`src/rtl/vtg_pkg.sv`:
```
package vtg_pkg;

    typedef enum logic [2:0] {
        ST_IDLE,
        ST_LEAD,
        ST_LINE,
        ST_LGAP,
        ST_FGAP
    } vtg_state_e;

    typedef struct packed {
        vtg_state_e st;
        logic       fv;
        logic       lv;
        logic       err;
    } vtg_reg_t;

endpackage

```
`src/rtl/vtg_span_timer.sv`:
```
module vtg_span_timer #(
    parameter int CNT_W = 4
) (
    input  logic             clk,
    input  logic             rst,
    input  logic             load,
    input  logic             step,
    input  logic [CNT_W-1:0] load_val,
    output logic             last
);
    logic [CNT_W-1:0] cnt_d, cnt_q;

    always_comb begin
        cnt_d = cnt_q;
        if (load) begin
            cnt_d = load_val;
        end else if (step && (cnt_q != '0)) begin
            cnt_d = cnt_q - 1'b1;
        end
    end

    always_ff @(posedge clk) begin
        if (rst) cnt_q <= '0;
        else     cnt_q <= cnt_d;
    end

    assign last = (cnt_q == '0);
endmodule

```
`src/rtl/vtg_tap_gate.sv`:
```
module vtg_tap_gate #(
    parameter int PIX_W = 8
) (
    input  logic             en,
    input  logic [PIX_W-1:0] pix_in,
    output logic [PIX_W-1:0] pix_out
);
    always_comb begin
        pix_out = en ? pix_in : '0;
    end
endmodule

```
`src/rtl/dual_tap_vid_gen.sv`:
```
module dual_tap_vid_gen
    import vtg_pkg::*;
#(
    parameter int PIX_W     = 8,
    parameter int LINES     = 3,
    parameter int PIX_CYC   = 640,
    parameter int LINE_GAP  = 20,
    parameter int FV_LEAD   = 5,
    parameter int FRAME_GAP = 8
) (
    input  logic             clk,
    input  logic             rst,
    input  logic             sof_req,
    input  logic             src_valid,
    input  logic [PIX_W-1:0] src_pix0,
    input  logic [PIX_W-1:0] src_pix1,
    output logic             src_ready,
    output logic             fval,
    output logic             lval,
    output logic [PIX_W-1:0] tap0,
    output logic [PIX_W-1:0] tap1,
    output logic             underrun
);
    localparam int TAPS   = 2;
    localparam int MAX_A  = (PIX_CYC > LINE_GAP) ? PIX_CYC : LINE_GAP;
    localparam int MAX_B  = (FV_LEAD > FRAME_GAP) ? FV_LEAD : FRAME_GAP;
    localparam int PH_MAX = (MAX_A > MAX_B) ? MAX_A : MAX_B;
    localparam int PH_W   = $clog2(PH_MAX + 1);
    localparam int LN_W   = $clog2(LINES + 1);

    vtg_reg_t r_d, r_q;

    logic            ph_load, ph_last;
    logic [PH_W-1:0] ph_val;
    logic            ln_load, ln_step, ln_last;
    logic            pix_take;

    // phase length timer: lead-in, active line, line gap, frame blanking
    vtg_span_timer #(.CNT_W(PH_W)) u_phase (
        .clk      (clk),
        .rst      (rst),
        .load     (ph_load),
        .step     (1'b1),
        .load_val (ph_val),
        .last     (ph_last)
    );

    // remaining-lines counter, stepped at the end of each non-final line
    vtg_span_timer #(.CNT_W(LN_W)) u_lines (
        .clk      (clk),
        .rst      (rst),
        .load     (ln_load),
        .step     (ln_step),
        .load_val (LN_W'(LINES - 1)),
        .last     (ln_last)
    );

    always_comb begin
        r_d     = r_q;
        ph_load = 1'b0;
        ph_val  = '0;
        ln_load = 1'b0;
        ln_step = 1'b0;
        unique case (r_q.st)
            ST_IDLE: begin
                if (sof_req) begin
                    r_d.st  = ST_LEAD;
                    ph_load = 1'b1;
                    ph_val  = PH_W'(FV_LEAD - 1);
                    ln_load = 1'b1;
                end
            end
            ST_LEAD: begin
                if (ph_last) begin
                    r_d.st  = ST_LINE;
                    ph_load = 1'b1;
                    ph_val  = PH_W'(PIX_CYC - 1);
                end
            end
            ST_LINE: begin
                if (ph_last) begin
                    ph_load = 1'b1;
                    if (ln_last) begin
                        r_d.st = ST_FGAP;
                        ph_val = PH_W'(FRAME_GAP - 1);
                    end else begin
                        r_d.st  = ST_LGAP;
                        ph_val  = PH_W'(LINE_GAP - 1);
                        ln_step = 1'b1;
                    end
                end
            end
            ST_LGAP: begin
                if (ph_last) begin
                    r_d.st  = ST_LINE;
                    ph_load = 1'b1;
                    ph_val  = PH_W'(PIX_CYC - 1);
                end
            end
            ST_FGAP: begin
                if (ph_last) r_d.st = ST_IDLE;
            end
            default: r_d.st = ST_IDLE;
        endcase

        if (r_q.lv && !src_valid) begin
            r_d.err = 1'b1;
        end
        if ((r_q.st == ST_IDLE) && sof_req) begin
            r_d.err = 1'b0;
        end

        r_d.fv = (r_d.st == ST_LEAD) || (r_d.st == ST_LINE) || (r_d.st == ST_LGAP);
        r_d.lv = (r_d.st == ST_LINE);
    end

    always_ff @(posedge clk) begin
        if (rst) begin
            r_q <= '{st: ST_IDLE, default: '0};
        end else begin
            r_q <= r_d;
        end
    end

    assign pix_take = r_q.lv && src_valid;

    logic [PIX_W-1:0] tap_in  [TAPS];
    logic [PIX_W-1:0] tap_out [TAPS];

    assign tap_in[0] = src_pix0;
    assign tap_in[1] = src_pix1;

    for (genvar g = 0; g < TAPS; g++) begin : g_tap
        vtg_tap_gate #(.PIX_W(PIX_W)) u_gate (
            .en      (pix_take),
            .pix_in  (tap_in[g]),
            .pix_out (tap_out[g])
        );
    end

    assign tap0      = tap_out[0];
    assign tap1      = tap_out[1];
    assign src_ready = r_q.lv;
    assign fval      = r_q.fv;
    assign lval      = r_q.lv;
    assign underrun  = r_q.err;
endmodule

```
`config.mk`:
```
export PLATFORM = sky130hd
export DESIGN_NAME = dual_tap_vid_gen
export DESIGN_NICKNAME = d
export VERILOG_FILES = /design/src/rtl/vtg_pkg.sv /design/src/rtl/vtg_span_timer.sv /design/src/rtl/vtg_tap_gate.sv /design/src/rtl/dual_tap_vid_gen.sv
export SDC_FILE = /design/constraint.sdc
export NUM_CORES = 1
export LEC_CHECK = 0
export ABC_CLOCK_PERIOD_IN_PS = 4200
export BUFFER_PORTS_ARGS = -buffer_cell sky130_fd_sc_hd__clkbuf_2
export CELL_PAD_IN_SITES_DETAIL_PLACEMENT = 0
export CELL_PAD_IN_SITES_GLOBAL_PLACEMENT = 1
export CORE_ASPECT_RATIO = 1.25
export CORE_UTILIZATION = 37
export CTS_CLUSTER_SIZE = 10
export DETAILED_ROUTE_END_ITERATION = 8
export HOLD_SLACK_MARGIN = 0.06
export PLACE_DENSITY_LB_ADDON = 0.1
export SLEW_MARGIN = 20
export SYNTH_ARGS = -nofsm -noshare
export SYNTH_HDL_FRONTEND = slang
export SYNTH_SLANG_ARGS = --single-unit
```
`constraint.sdc`:
```
create_clock -name clk -period 4.2 [get_ports clk]
set_input_delay 0 -clock clk [delete_from_list [all_inputs] [get_ports clk]]
set_output_delay 0 -clock clk [all_outputs]
set_load 0.03 [all_outputs]
```
==> metrics.md <==
| Metric | Value |
|---|---|
| Vias in the first global route | `983` |
| I/O pin cnt | `40` |
| Reg2Reg Launch Point | `u_phase.cnt_q[0]$_SDFFE_PP0P_` |
| Post-synth ARST share | `0%` |
| Crit end category | `flop` |
| EDFF count, synth | `0` |
| CTS root buf | `clkbuf_4` |
| Max Slew Vio Count | `0` |
| Multi-input combinational cell area | `658.1 um^2` |
| Post_cts resized | `0` |
| R2R Setup Slk | `2.22 ns` |
| CP Data Arrival Time | `2.17 ns` |
| Netlist cell types | `45` |
| # Post-CTS Setup Buffers | `0` |
| Slew headroom | `52.15%` |
| Post-synthesis sequential area ratio | `32.88%` |
| Min Tclk post-route | `1.984 ns` |
| Number of routed nets with antenna violations | `0` |
| Hold Crit Endpoint | `u_phase.cnt_q[2]$_SDFFE_PP0P_` |
| Setup TNS | `0 ns` |
| CP max-delay cell | `and3_1` |
| Post-Syn Area | `1096 um^2` |
| FF/Latch Area | `360.3 um^2` |
| Worst vdd ir | `0.3533 mV` |
| Final Net Count | `186` |
| #FFs+latches synth | `18` |
| Most common cell after layout, fill and taps aside | `clkbuf_2` |
| Largest net degree at the start of global routing | `20` |
| Gr ovfl total | `0` |
| Largest stage delay, worst path | `0.48 ns` |
| Reg2reg end | `lval$_SDFF_PP0_` |
| Avg WL per Cell | `13.18 um` |
| Ant diodes | `0` |
| Core Util, Final | `47.30%` |
| Global-route wire length before repair | `4264 um` |
| Post-CTS Hold Fix Bufs | `0` |
| Fillers | `290` |
| Initial core utilization | `39.73%` |
| Final Non-Filler Cells | `195` |
| Run status | `complete, no violations` |
| CTS HTree Levels | `1` |
| Startpoint Class | `flop` |
| Area delta synth->final | `19.06%` |
| Synth area leaders | `dfxtp_1, and3_1, nor2_1` |
| CP required | `4.39 ns` |
| DP HPWL | `1960 um` |
| Initial detailed-routing violation count | `25` |
| Via count | `1,080` |
| CP max FO | `10` |
| Commonest non-fill, non-tap cells in the layout | `clkbuf_2, and3_1, dfxtp_1, nor2_1` |
| Hold path depth | `3` |
| Buf+Inv Stages, Crit Path | `1` |
| Die span in x | `50.68 um` |
| Yosys top cell area share | `32.88%` |
| IO buf count | `39` |
| DRC Markers | `0` |
| HP Class | `in2reg` |
| Die area | `3185 um^2` |
| Final Skew | `0.001326 ns` |
| Instance count of the mapped netlist | `129` |
| Die Span Y | `62.85 um` |
| Syn Nets | `152` |
| Initial antenna violation count | `0` |
| Clock Latency Late Sink | `0.29 ns` |
| Area leader, netlist | `dfxtp_1` |
| Mean area per synthesized cell | `8.497 um^2` |
| Core ar. | `2759 um^2` |
| Worst Min Path Start | `sof_req` |
| Critical path class | `reg2reg` |
| Layout cell share with drive strength beyond 1 | `30.43%` |
| Fmax | `0.5042 GHz` |
| Detailed Routing Iterations Pass 1 | `4` |
| Detailed Route WL | `2570 um` |
| Max Root-Sink Buffers | `2` |
| Cell total after placement | `192` |
| CP delay by family, top | `simple AND/OR/NAND/NOR gates` |
| Reg2Reg Depth | `6` |
| CP Cell Sequence | `inv_1 > ha_1 > nor4b_4 > and3_1 > a21oi_2 > nor4b_1` |
| Core Rows | `21` |
| Hold Fails Final Rpt | `0` |
| Leakage | `0.6240 nW` |
| Final setup viols | `0` |
| Routability cong. | `0.7967` |
| Max-cap violation count | `0` |
| TritonCTS Buffers | `3` |
| Slew at the pin closest to its max-slew limit | `0.7162 ns` |
| YS warnings | `0` |
| Period utilisation layout | `47.23%` |
| CTS tree | `built` |
| WHS | `0.07108 ns` |
| Clock Pin Slew Worst Setup and Hold Paths | `0.10 ns` |
| Pwr dens | `595.8 nW/um^2` |
| Top_reg_cell synth | `dfxtp_1` |
| Vias per Instance | `5.538` |
| RSZ-0062 raised after global routing | `false` |
| Clk sinks | `18` |
| Gr usage total | `17.03%` |
==> worst max-delay path by stage <==
stage / slack (ns) / cells after the start / startpoint / to
2_1_floorplan: 2.50 / 7 / u_phase.cnt_q[0]$_SDFFE_PP0P_ / u_phase.cnt_q[7]$_SDFFE_PP0P_
3_3_place_gp: 2.30 / 6 / u_phase.cnt_q[0]$_SDFFE_PP0P_ / lval$_SDFF_PP0_
3_5_place_dp: 2.26 / 6 / u_phase.cnt_q[0]$_SDFFE_PP0P_ / lval$_SDFF_PP0_
4_1_cts: 2.24 / 6 / u_phase.cnt_q[0]$_SDFFE_PP0P_ / lval$_SDFF_PP0_
5_1_grt: 2.11 / 6 / u_phase.cnt_q[0]$_SDFFE_PP0P_ / lval$_SDFF_PP0_
6_report: 2.22 / 6 / u_phase.cnt_q[0]$_SDFFE_PP0P_ / lval$_SDFF_PP0_
==> per-layer routing <==
metal	GRT usage [%]	share of wire, %
met5	0	0
met4	8.333	2.4
met3	1.460	4.6
met2	30.50	50
met1	19.59	43
==> cell usage after synthesis, types with 2 or more instances <==
cell type and count:
buf_2 2, nand3_1 3, and3_1 18, or4_1 2
o21a_1 2, xnor2_1 2, clkbuf_1 6, a31oi_1 3
nand2_1 3, nor2_1 11, or3_1 2, nor3_1 3
xor2_1 2, a21oi_1 7, o21ai_0 3, a211oi_1 4
inv_1 7, ha_1 3, dfxtp_1 18, nor4b_1 3
==> registers in the layout, indices dropped and copies added (netlist names) <==
| name | cells |
|---|---|
| fval | 1 |
| lval | 1 |
| r_q | 3 |
| u_lines.cnt_q | 2 |
| u_phase.cnt_q | 10 |
| underrun | 1 |
==> cell families after synthesis <==
group | count (synthesis) | synth area share, %
AO/OA/AOI/OAI | 30 | 19.98
XOR/XNOR | 4 | 3.197
adder cells (fa/ha/maj) | 3 | 3.425
buffers and inverters | 17 | 7.078
flip-flops | 18 | 32.88
AND/OR/NAND/NOR | 57 | 33.45
==> area by class of cell <==
| cell class | count | share of cell area (%) |
|---|---|---|
| clock buffers | 3 | 1.726 |
| multi-input cells | 94 | 50.43 |
| inverters | 7 | 2.013 |
| well taps | 34 | 3.260 |
| flip-flops and latches | 18 | 27.61 |
| repair buffers | 39 | 14.96 |
==> power by group <==
part | switching (W) | internal [W] | leakage [nW]
clock | 0.0000518 | 0.0000334 | 0.0138
sequential | 0.0000674 | 0.000216 | 0.148
combinational | 0.000242 | 0.000167 | 0.462
==> worst min-delay path, delay by kind of cell <==
| kind | cells | cell delay [ns] |
|---|---|---|
| AO/OA/AOI/OAI | 1 | 0.08 |
| AND/OR/NAND/NOR | 1 | 0.12 |
| buffers and inverters | 1 | 0.11 |
==> per-stage QoR <==
step                      power (W)  setup WS, ns  cell area, um^2
after global placement    0.0006884         2.303             1282
after global routing      0.0008436         2.109             1305
final                     0.0007775         2.216             1305
after CTS                 0.0007773         2.243             1305
after floorplan           0.0006191         2.503             1096
after detailed placement  0.0006908         2.262             1282
Power figures use the tool's default switching activity.
